==> src/rtl/pwm_dbuf_pkg.sv <==
package pwm_dbuf_pkg;

  typedef enum logic [1:0] {
    SEL_COUNT   = 2'd0,
    SEL_COMPARE = 2'd1,
    SEL_CONTROL = 2'd2
  } wr_sel_e;

  // packed: reload is bit 3, invert bit 2, manual bit 1, start bit 0
  typedef struct packed {
    logic reload;
    logic invert;
    logic manual;
    logic start;
  } ctl_t;

  localparam int CTL_W = $bits(ctl_t);
  localparam ctl_t CTL_RESET = '{reload: 1'b0, invert: 1'b1, manual: 1'b0, start: 1'b0};

endpackage

==> src/rtl/pwm_dbuf_rstsync.sv <==
module pwm_dbuf_rstsync #(
  parameter int STAGES = 2
) (
  input  logic clk,
  input  logic rst_n,
  output logic rst_sync_n
);
  logic [STAGES-1:0] sync_q;

  always_ff @(posedge clk or negedge rst_n) begin
    if (!rst_n) sync_q <= '0;
    else        sync_q <= {sync_q[STAGES-2:0], 1'b1};
  end

  assign rst_sync_n = sync_q[STAGES-1];
endmodule

==> src/rtl/pwm_dbuf_regs.sv <==
module pwm_dbuf_regs
  import pwm_dbuf_pkg::*;
#(
  parameter int CNT_W = 32
) (
  input  logic             clk,
  input  logic             rst_n,
  input  logic             wr_en,
  input  logic [1:0]       wr_sel,
  input  logic [CNT_W-1:0] wr_data,
  input  logic             cmp_full,
  output logic [CNT_W-1:0] cnt_buf,
  output logic [CNT_W-1:0] cmp_buf,
  output ctl_t             ctl,
  output logic             force_load
);
  logic             cnt_en, cmp_en, ctl_en, buf_write;
  logic             force_d;
  logic [CNT_W-1:0] cnt_buf_q, cmp_buf_q;
  ctl_t             ctl_q;
  logic             force_q;

  always_comb begin
    cnt_en    = wr_en && (wr_sel == SEL_COUNT);
    cmp_en    = wr_en && (wr_sel == SEL_COMPARE);
    ctl_en    = wr_en && (wr_sel == SEL_CONTROL);
    buf_write = cnt_en || cmp_en;
    // a buffer write while the live compare is all-ones must reload
    force_d   = buf_write && cmp_full;
  end

  always_ff @(posedge clk or negedge rst_n) begin
    if (!rst_n) begin
      cnt_buf_q <= '0;
      cmp_buf_q <= '0;
      ctl_q     <= CTL_RESET;
      force_q   <= 1'b0;
    end else begin
      if (cnt_en) cnt_buf_q <= wr_data;
      if (cmp_en) cmp_buf_q <= wr_data;
      if (ctl_en) ctl_q     <= ctl_t'(wr_data[CTL_W-1:0]);
      force_q <= force_d;
    end
  end

  assign cnt_buf    = cnt_buf_q;
  assign cmp_buf    = cmp_buf_q;
  assign ctl        = ctl_q;
  assign force_load = force_q;

  // buffers only move on a write strobe aimed at them
  a_r7_buf_hold: assert property (@(posedge clk) disable iff (!rst_n)
    !wr_en |=> ($stable(cnt_buf_q) && $stable(cmp_buf_q)));
endmodule

==> src/rtl/pwm_dbuf_core.sv <==
module pwm_dbuf_core
  import pwm_dbuf_pkg::*;
#(
  parameter int CNT_W = 32
) (
  input  logic             clk,
  input  logic             rst_n,
  input  logic             tick,
  input  ctl_t             ctl,
  input  logic             force_load,
  input  logic [CNT_W-1:0] cnt_buf,
  input  logic [CNT_W-1:0] cmp_buf,
  output logic             running,
  output logic             level,
  output logic             cmp_full,
  output logic [CNT_W-1:0] cmp_act
);
  localparam logic [CNT_W-1:0] ALL_ONES = '1;
  localparam logic [CNT_W-1:0] ONE      = CNT_W'(1);

  logic [CNT_W-1:0] cnt_q, cnt_d, cmp_q, cmp_d;
  logic             done_q, done_d;
  logic             load, advance, at_zero;

  always_comb begin
    load    = ctl.manual || force_load;
    advance = tick && ctl.start && !done_q;
    at_zero = (cnt_q == '0);
    cnt_d   = cnt_q;
    cmp_d   = cmp_q;
    done_d  = done_q;
    if (load) begin
      cnt_d  = cnt_buf;
      cmp_d  = cmp_buf;
      done_d = 1'b0;
    end else if (advance) begin
      if (!at_zero) begin
        cnt_d = cnt_q - ONE;
      end else if (ctl.reload) begin
        cnt_d = cnt_buf;
        cmp_d = cmp_buf;
      end else begin
        done_d = 1'b1;
      end
    end
  end

  always_ff @(posedge clk or negedge rst_n) begin
    if (!rst_n) begin
      cnt_q  <= '0;
      cmp_q  <= '0;
      done_q <= 1'b0;
    end else begin
      cnt_q  <= cnt_d;
      cmp_q  <= cmp_d;
      done_q <= done_d;
    end
  end

  assign running  = ctl.start && !done_q;
  assign level    = running && (cnt_q <= cmp_q);
  assign cmp_full = (cmp_q == ALL_ONES);
  assign cmp_act  = cmp_q;

  // a manual update copies both buffers
  a_r6_manual_copy: assert property (@(posedge clk) disable iff (!rst_n)
    ctl.manual |=> (cnt_q == $past(cnt_buf) && cmp_q == $past(cmp_buf) && !done_q));
  // no tick or no start means the counter holds
  a_r3_hold: assert property (@(posedge clk) disable iff (!rst_n)
    (!load && (!tick || !ctl.start)) |=> $stable(cnt_q));
  // a qualifying tick above zero decrements by one
  a_r3_step: assert property (@(posedge clk) disable iff (!rst_n)
    (!load && advance && cnt_q != '0) |=> (cnt_q == $past(cnt_q) - ONE));
  // a stopped channel stays stopped until a load
  a_r8_stay_stopped: assert property (@(posedge clk) disable iff (!rst_n)
    (done_q && !load) |=> (done_q && $stable(cnt_q)));
  // autoreload at zero copies both buffers
  a_r8_autoreload: assert property (@(posedge clk) disable iff (!rst_n)
    (!load && advance && cnt_q == '0 && ctl.reload) |=>
      (cnt_q == $past(cnt_buf) && cmp_q == $past(cmp_buf)));
endmodule

==> src/rtl/pwm_dbuf_outpol.sv <==
module pwm_dbuf_outpol (
  input  logic clk,
  input  logic rst_n,
  input  logic level,
  input  logic running,
  input  logic invert,
  output logic pin
);
  always_comb begin
    pin = invert ? level : !level;
  end

  // a stopped or frozen channel shows the inactive level of its polarity
  a_r9_idle_level: assert property (@(posedge clk) disable iff (!rst_n)
    !running |-> (pin == !invert));
endmodule

==> src/rtl/pwm_dbuf_channel.sv <==
module pwm_dbuf_channel
  import pwm_dbuf_pkg::*;
#(
  parameter int CNT_W       = 32, // 32 or 16
  parameter int SYNC_STAGES = 2
) (
  input  logic             clk,
  input  logic             rst_n,
  input  logic             wr_en,
  input  logic [1:0]       wr_sel,
  input  logic [CNT_W-1:0] wr_data,
  input  logic             tick,
  output logic             pwm_out
);
  logic             rst_i_n;
  logic [CNT_W-1:0] cnt_buf, cmp_buf, cmp_act;
  ctl_t             ctl;
  logic             force_load, cmp_full, running, level;

  pwm_dbuf_rstsync #(.STAGES(SYNC_STAGES)) i_rstsync (
    .clk        (clk),
    .rst_n      (rst_n),
    .rst_sync_n (rst_i_n)
  );

  pwm_dbuf_regs #(.CNT_W(CNT_W)) i_regs (
    .clk        (clk),
    .rst_n      (rst_i_n),
    .wr_en      (wr_en),
    .wr_sel     (wr_sel),
    .wr_data    (wr_data),
    .cmp_full   (cmp_full),
    .cnt_buf    (cnt_buf),
    .cmp_buf    (cmp_buf),
    .ctl        (ctl),
    .force_load (force_load)
  );

  pwm_dbuf_core #(.CNT_W(CNT_W)) i_core (
    .clk        (clk),
    .rst_n      (rst_i_n),
    .tick       (tick),
    .ctl        (ctl),
    .force_load (force_load),
    .cnt_buf    (cnt_buf),
    .cmp_buf    (cmp_buf),
    .running    (running),
    .level      (level),
    .cmp_full   (cmp_full),
    .cmp_act    (cmp_act)
  );

  pwm_dbuf_outpol i_outpol (
    .clk     (clk),
    .rst_n   (rst_i_n),
    .level   (level),
    .running (running),
    .invert  (ctl.invert),
    .pin     (pwm_out)
  );

  // a buffer write seen with an all-ones live compare reloads one clock later
  a_r10_forced_reload: assert property (@(posedge clk) disable iff (!rst_i_n)
    (wr_en && (wr_sel == SEL_COUNT || wr_sel == SEL_COMPARE) && cmp_full)
      |=> ##1 (cmp_act == $past(cmp_buf)));
endmodule

==> config.mk <==
export PLATFORM = sky130hd
export DESIGN_NAME = pwm_dbuf_channel
export DESIGN_NICKNAME = d
export VERILOG_FILES = /design/src/rtl/pwm_dbuf_pkg.sv /design/src/rtl/pwm_dbuf_rstsync.sv /design/src/rtl/pwm_dbuf_regs.sv /design/src/rtl/pwm_dbuf_core.sv /design/src/rtl/pwm_dbuf_outpol.sv /design/src/rtl/pwm_dbuf_channel.sv
export SDC_FILE = /design/constraint.sdc
export NUM_CORES = 1
export LEC_CHECK = 0
export ABC_AREA = 0
export BUFFER_PORTS_ARGS = -buffer_cell sky130_fd_sc_hd__buf_2
export CAP_MARGIN = 10
export CORE_ASPECT_RATIO = 1.5
export CORE_MARGIN = 2
export CORE_UTILIZATION = 50
export DETAILED_ROUTE_END_ITERATION = 12
export GPL_TIMING_DRIVEN = 1
export PLACE_DENSITY = 0.69
export SYNTH_ARGS = -nofsm -noshare
export SYNTH_HDL_FRONTEND = slang
export SYNTH_SLANG_ARGS = --single-unit
==> constraint.sdc <==
create_clock -name clk -period 4.81 [get_ports clk]
set_input_delay 0.2405 -clock clk [delete_from_list [all_inputs] [get_ports clk]]
set_output_delay 0.2405 -clock clk [all_outputs]
set_load 0.005 [all_outputs]
==> results.py <==
metrics = {
    "timing": {
        "holdWs_ps": 38.3,
        "setup_slack_ps": 1430,
        "finalClockSkew_ps": 9.12,
        "rsz0062_at_grt": "false",
        "fin_tns_setup_ps": 0,
        "finalMaxSlewViolations": 0,
        "clock.fmax_mhz": 296,
        "timing.final.crit_period_ps": 3380,
        "max-slew-margin-rel_pct": 31.4,
        "worst_slew_pin_slew_ps": 1030,
        "finalHoldViolations": 0,
        "finalCritPeriodShare_pct": 70.3,
        "setup_viol": 0,
    },
    "layout": {
        "num_antenna_cells": 0,
        "fin_util_pct": 58.4,
        "finalNonFillerCells": 834,
        "multi_input_area_mm2": 0.00324,
        "nNetsFinal": 731,
        "seq_area_mm2": 0.00341,
        "layout_commonest_cell": "dfrtp_1",
        "area_growth_pct": 13.9,
        "mostFrequentLayoutCells": "dfrtp_1, mux2_2, inv_1, buf_2, a21oi_1",
        "drive_gt1_share_pct": 27.5,
        "design_area_mm2": 0.00791,
        "fill_cells": 1160,
    },
    "placement": {
        "portBuffers": 38,
        "dp.cells": 801,
        "hpwl_um": 11700,
        "post-place-ws_ps": 1590,
        "place_congestion": 0.941,
        "placed_cell_area_mm2": 0.00728,
    },
    "route": {
        "via_per_inst": 6.29,
        "wl_um": 16700,
        "drtIter0Drc": 429,
        "drc": 0,
        "vias": 5243,
        "dr.pass1.iters": 5,
        "wire_per_inst_um": 20.1,
        "antenna_left": 0,
    },
    "critical_path": {
        "rrSetupSlack_ps": 1430,
        "path_max_fanout": 27,
        "reg2reg_to": "i_core.cnt_q[26]$_DFFE_PN0P_",
        "start_kind": "register",
        "arrival_ps": 3670,
        "slowest_stage": "nand4_1",
        "crit_start": "i_core.cnt_q[21]$_DFFE_PN0P_",
        "endpoint": "i_core.cnt_q[26]$_DFFE_PN0P_",
        "reg2reg_depth": 7,
        "path_class": "register to register",
        "cp-end-kind": "register",
        "cpPeakStageDelay_ps": 580,
        "cp_data_required_time_ps": 5100,
        "crit_chain": "or4_4 -> nor3_1 -> nand4_1 -> nand2_1 -> buf_4 -> o21ai_0 -> o2bb2ai_1",
        "r2r_start": "i_core.cnt_q[21]$_DFFE_PN0P_",
    },
    "power": {
        "power.leakage_nw": 3.44,
        "ir_worst_vdd_mv": 0.228,
        "powerDensity_mw_per_mm2": 579,
        "p_total_mw": 4.58,
    },
    "synthesis": {
        "yosysTopAreaCell": "dfrtp_1",
        "avgSynthCellArea_um2": 11.2,
        "synth-seq-cells": 136,
        "synthMuxAreaShare_pct": 15.9,
        "synth_area_mm2": 0.00694,
        "synth_fa_ha_area_share_pct": 6.13,
        "yosysTopAreaCellShare_pct": 48.7,
        "seq_area_frac_synth_pct": 49.1,
        "yosys.area_share.simple_pct": 11.4,
        "synth_top_family_by_area": "multiplexers",
        "synth-edff-count": 0,
        "async_reset_ff_share_pct": 100,
        "syn-num-nets": 690,
        "synthFlopType": "dfrtp_1",
        "synth_cell_types": 57,
        "synthTopCellsByArea": "dfrtp_1, mux2_2, ha_1",
        "yosysWarningCount": 0,
        "synth_xor_area_share_pct": 0,
        "synthCells": 618,
        "synth_compound_area_share_pct": 13.0,
    },
    "clocking": {
        "worst_skew_pair.late_latency_ps": 420,
        "cts_buffers": 17,
        "cts_sinks": 136,
        "root_buffer": "clkbuf_16",
        "cts-resized-gates": 0,
        "htreeDepth": 4,
        "path_clk_slew_ps": 60,
        "post-cts-setup-buffer-count": 0,
        "clk_path_buf_depth": 2,
        "tritoncts": "yes",
    },
    "run": {
        "maxCapViolations": 0,
    },
    "global_routing": {
        "grt_pass1_wl_um": 27600,
        "overflow": 0,
        "grt_pass1_vias": 5437,
        "grt_max_degree": 57,
        "grtUsageTotal_pct": 23.9,
        "grt_antenna_before_repair": 0,
    },
    "floorplanning": {
        "initial_core_util_pct": 51.3,
        "die_h_um": 148,
        "core_area_mm2": 0.0135,
        "rows": 52,
        "die_area_mm2": 0.0149,
        "die_w_um": 100,
        "io_pins": 39,
    },
    "min_path": {
        "hold_path.class": "input pin to register",
        "hold-path-cell-count": 3,
    },
    "status": {
        "outcome": "complete, no violations",
    },
}
final cells by class:
cell class,instances,area share (%)
clock buffers,21,5.95
clock inverters,11,1.85
inverters,44,2.09
multi-input cells,411,40.9
flip-flops and latches,136,43.1
well taps,162,2.56
repair buffers,49,3.48
flip-flops by register name (all words and copies together) (netlist names):
name and count:
i_rstsync.sync_q 2, i_regs.cmp_buf 32, i_regs.cnt_buf 32, i_core.cmp_act 32
i_regs.force_load 1, i_core.cnt_q 32, i_regs.ctl 4, i_core.done_q 1
synth_stat cells, types with 3 or more instances:
| master | count |
|---|---|
| and3_1 | 3 |
| o211ai_1 | 5 |
| a221oi_1 | 3 |
| a2bb2oi_1 | 3 |
| dfrtp_1 | 135 |
| buf_2 | 6 |
| nor2b_1 | 3 |
| a21oi_1 | 37 |
| o2bb2ai_1 | 13 |
| nor3_1 | 23 |
| inv_1 | 44 |
| nand4_1 | 20 |
| o22ai_1 | 4 |
| o21ai_0 | 26 |
| a21o_1 | 3 |
| nand2_1 | 26 |
| buf_6 | 4 |
| nor2_1 | 24 |
| a22oi_1 | 12 |
| a32oi_1 | 3 |
| nand2b_1 | 3 |
| nand3_1 | 11 |
| mux2_4 | 4 |
| o22a_1 | 6 |
| buf_1 | 4 |
| clkbuf_1 | 12 |
| or4_1 | 4 |
| nor4_1 | 17 |
| ha_1 | 34 |
| mux2_2 | 92 |
critical path, delay by kind of cell, from the launching register on:
kind | cells | cell delay [ps]
compound gates | 2 | 320
buf+inv | 1 | 360
flops | 1 | 420
simple gates | 4 | 2150
worst min-delay path by stage:
| stage | startpoint | to |
|---|---|---|
| 2_1_floorplan | rst_n | i_rstsync.sync_q[0]$_DFF_PN0_ |
| 3_3_place_gp | rst_n | i_rstsync.sync_q[0]$_DFF_PN0_ |
| 4_1_cts | wr_data[5] | i_regs.cnt_buf[5]$_DFFE_PN0P_ |
| 5_1_grt | wr_data[15] | i_regs.cnt_buf[15]$_DFFE_PN0P_ |
| 6_report | wr_data[5] | i_regs.cnt_buf[5]$_DFFE_PN0P_ |
| 3_5_place_dp | rst_n | i_rstsync.sync_q[0]$_DFF_PN0_ |
power by group:
part           internal (mW)  switching, mW
registers               1.49          0.396
clock network          0.856          0.496
logic                  0.638          0.700
layer usage:
metal / global-route usage (%) / wire (um)
met1: 28.0 / 6540
met2: 42.1 / 8960
met3: 4.28 / 672
met4: 11.2 / 562
met5: 0 / 0
what timing repair did:
item,in CTS,in global routing
endpoints found under the setup margin,0,0
hold buffers,1,0
hold endpoints to repair,2,0
cell families (layout without fill, tap and decap cells):
group,after synthesis,after routing
AO/OA/AOI/OAI,132,132
adder cells (fa/ha/maj),34,34
buffers and inverters,71,125
flip-flops,136,136
multiplexers,97,97
other,1,1
AND/OR/NAND/NOR,147,147
No activity file was read; power rests on OpenSTA's default activity.
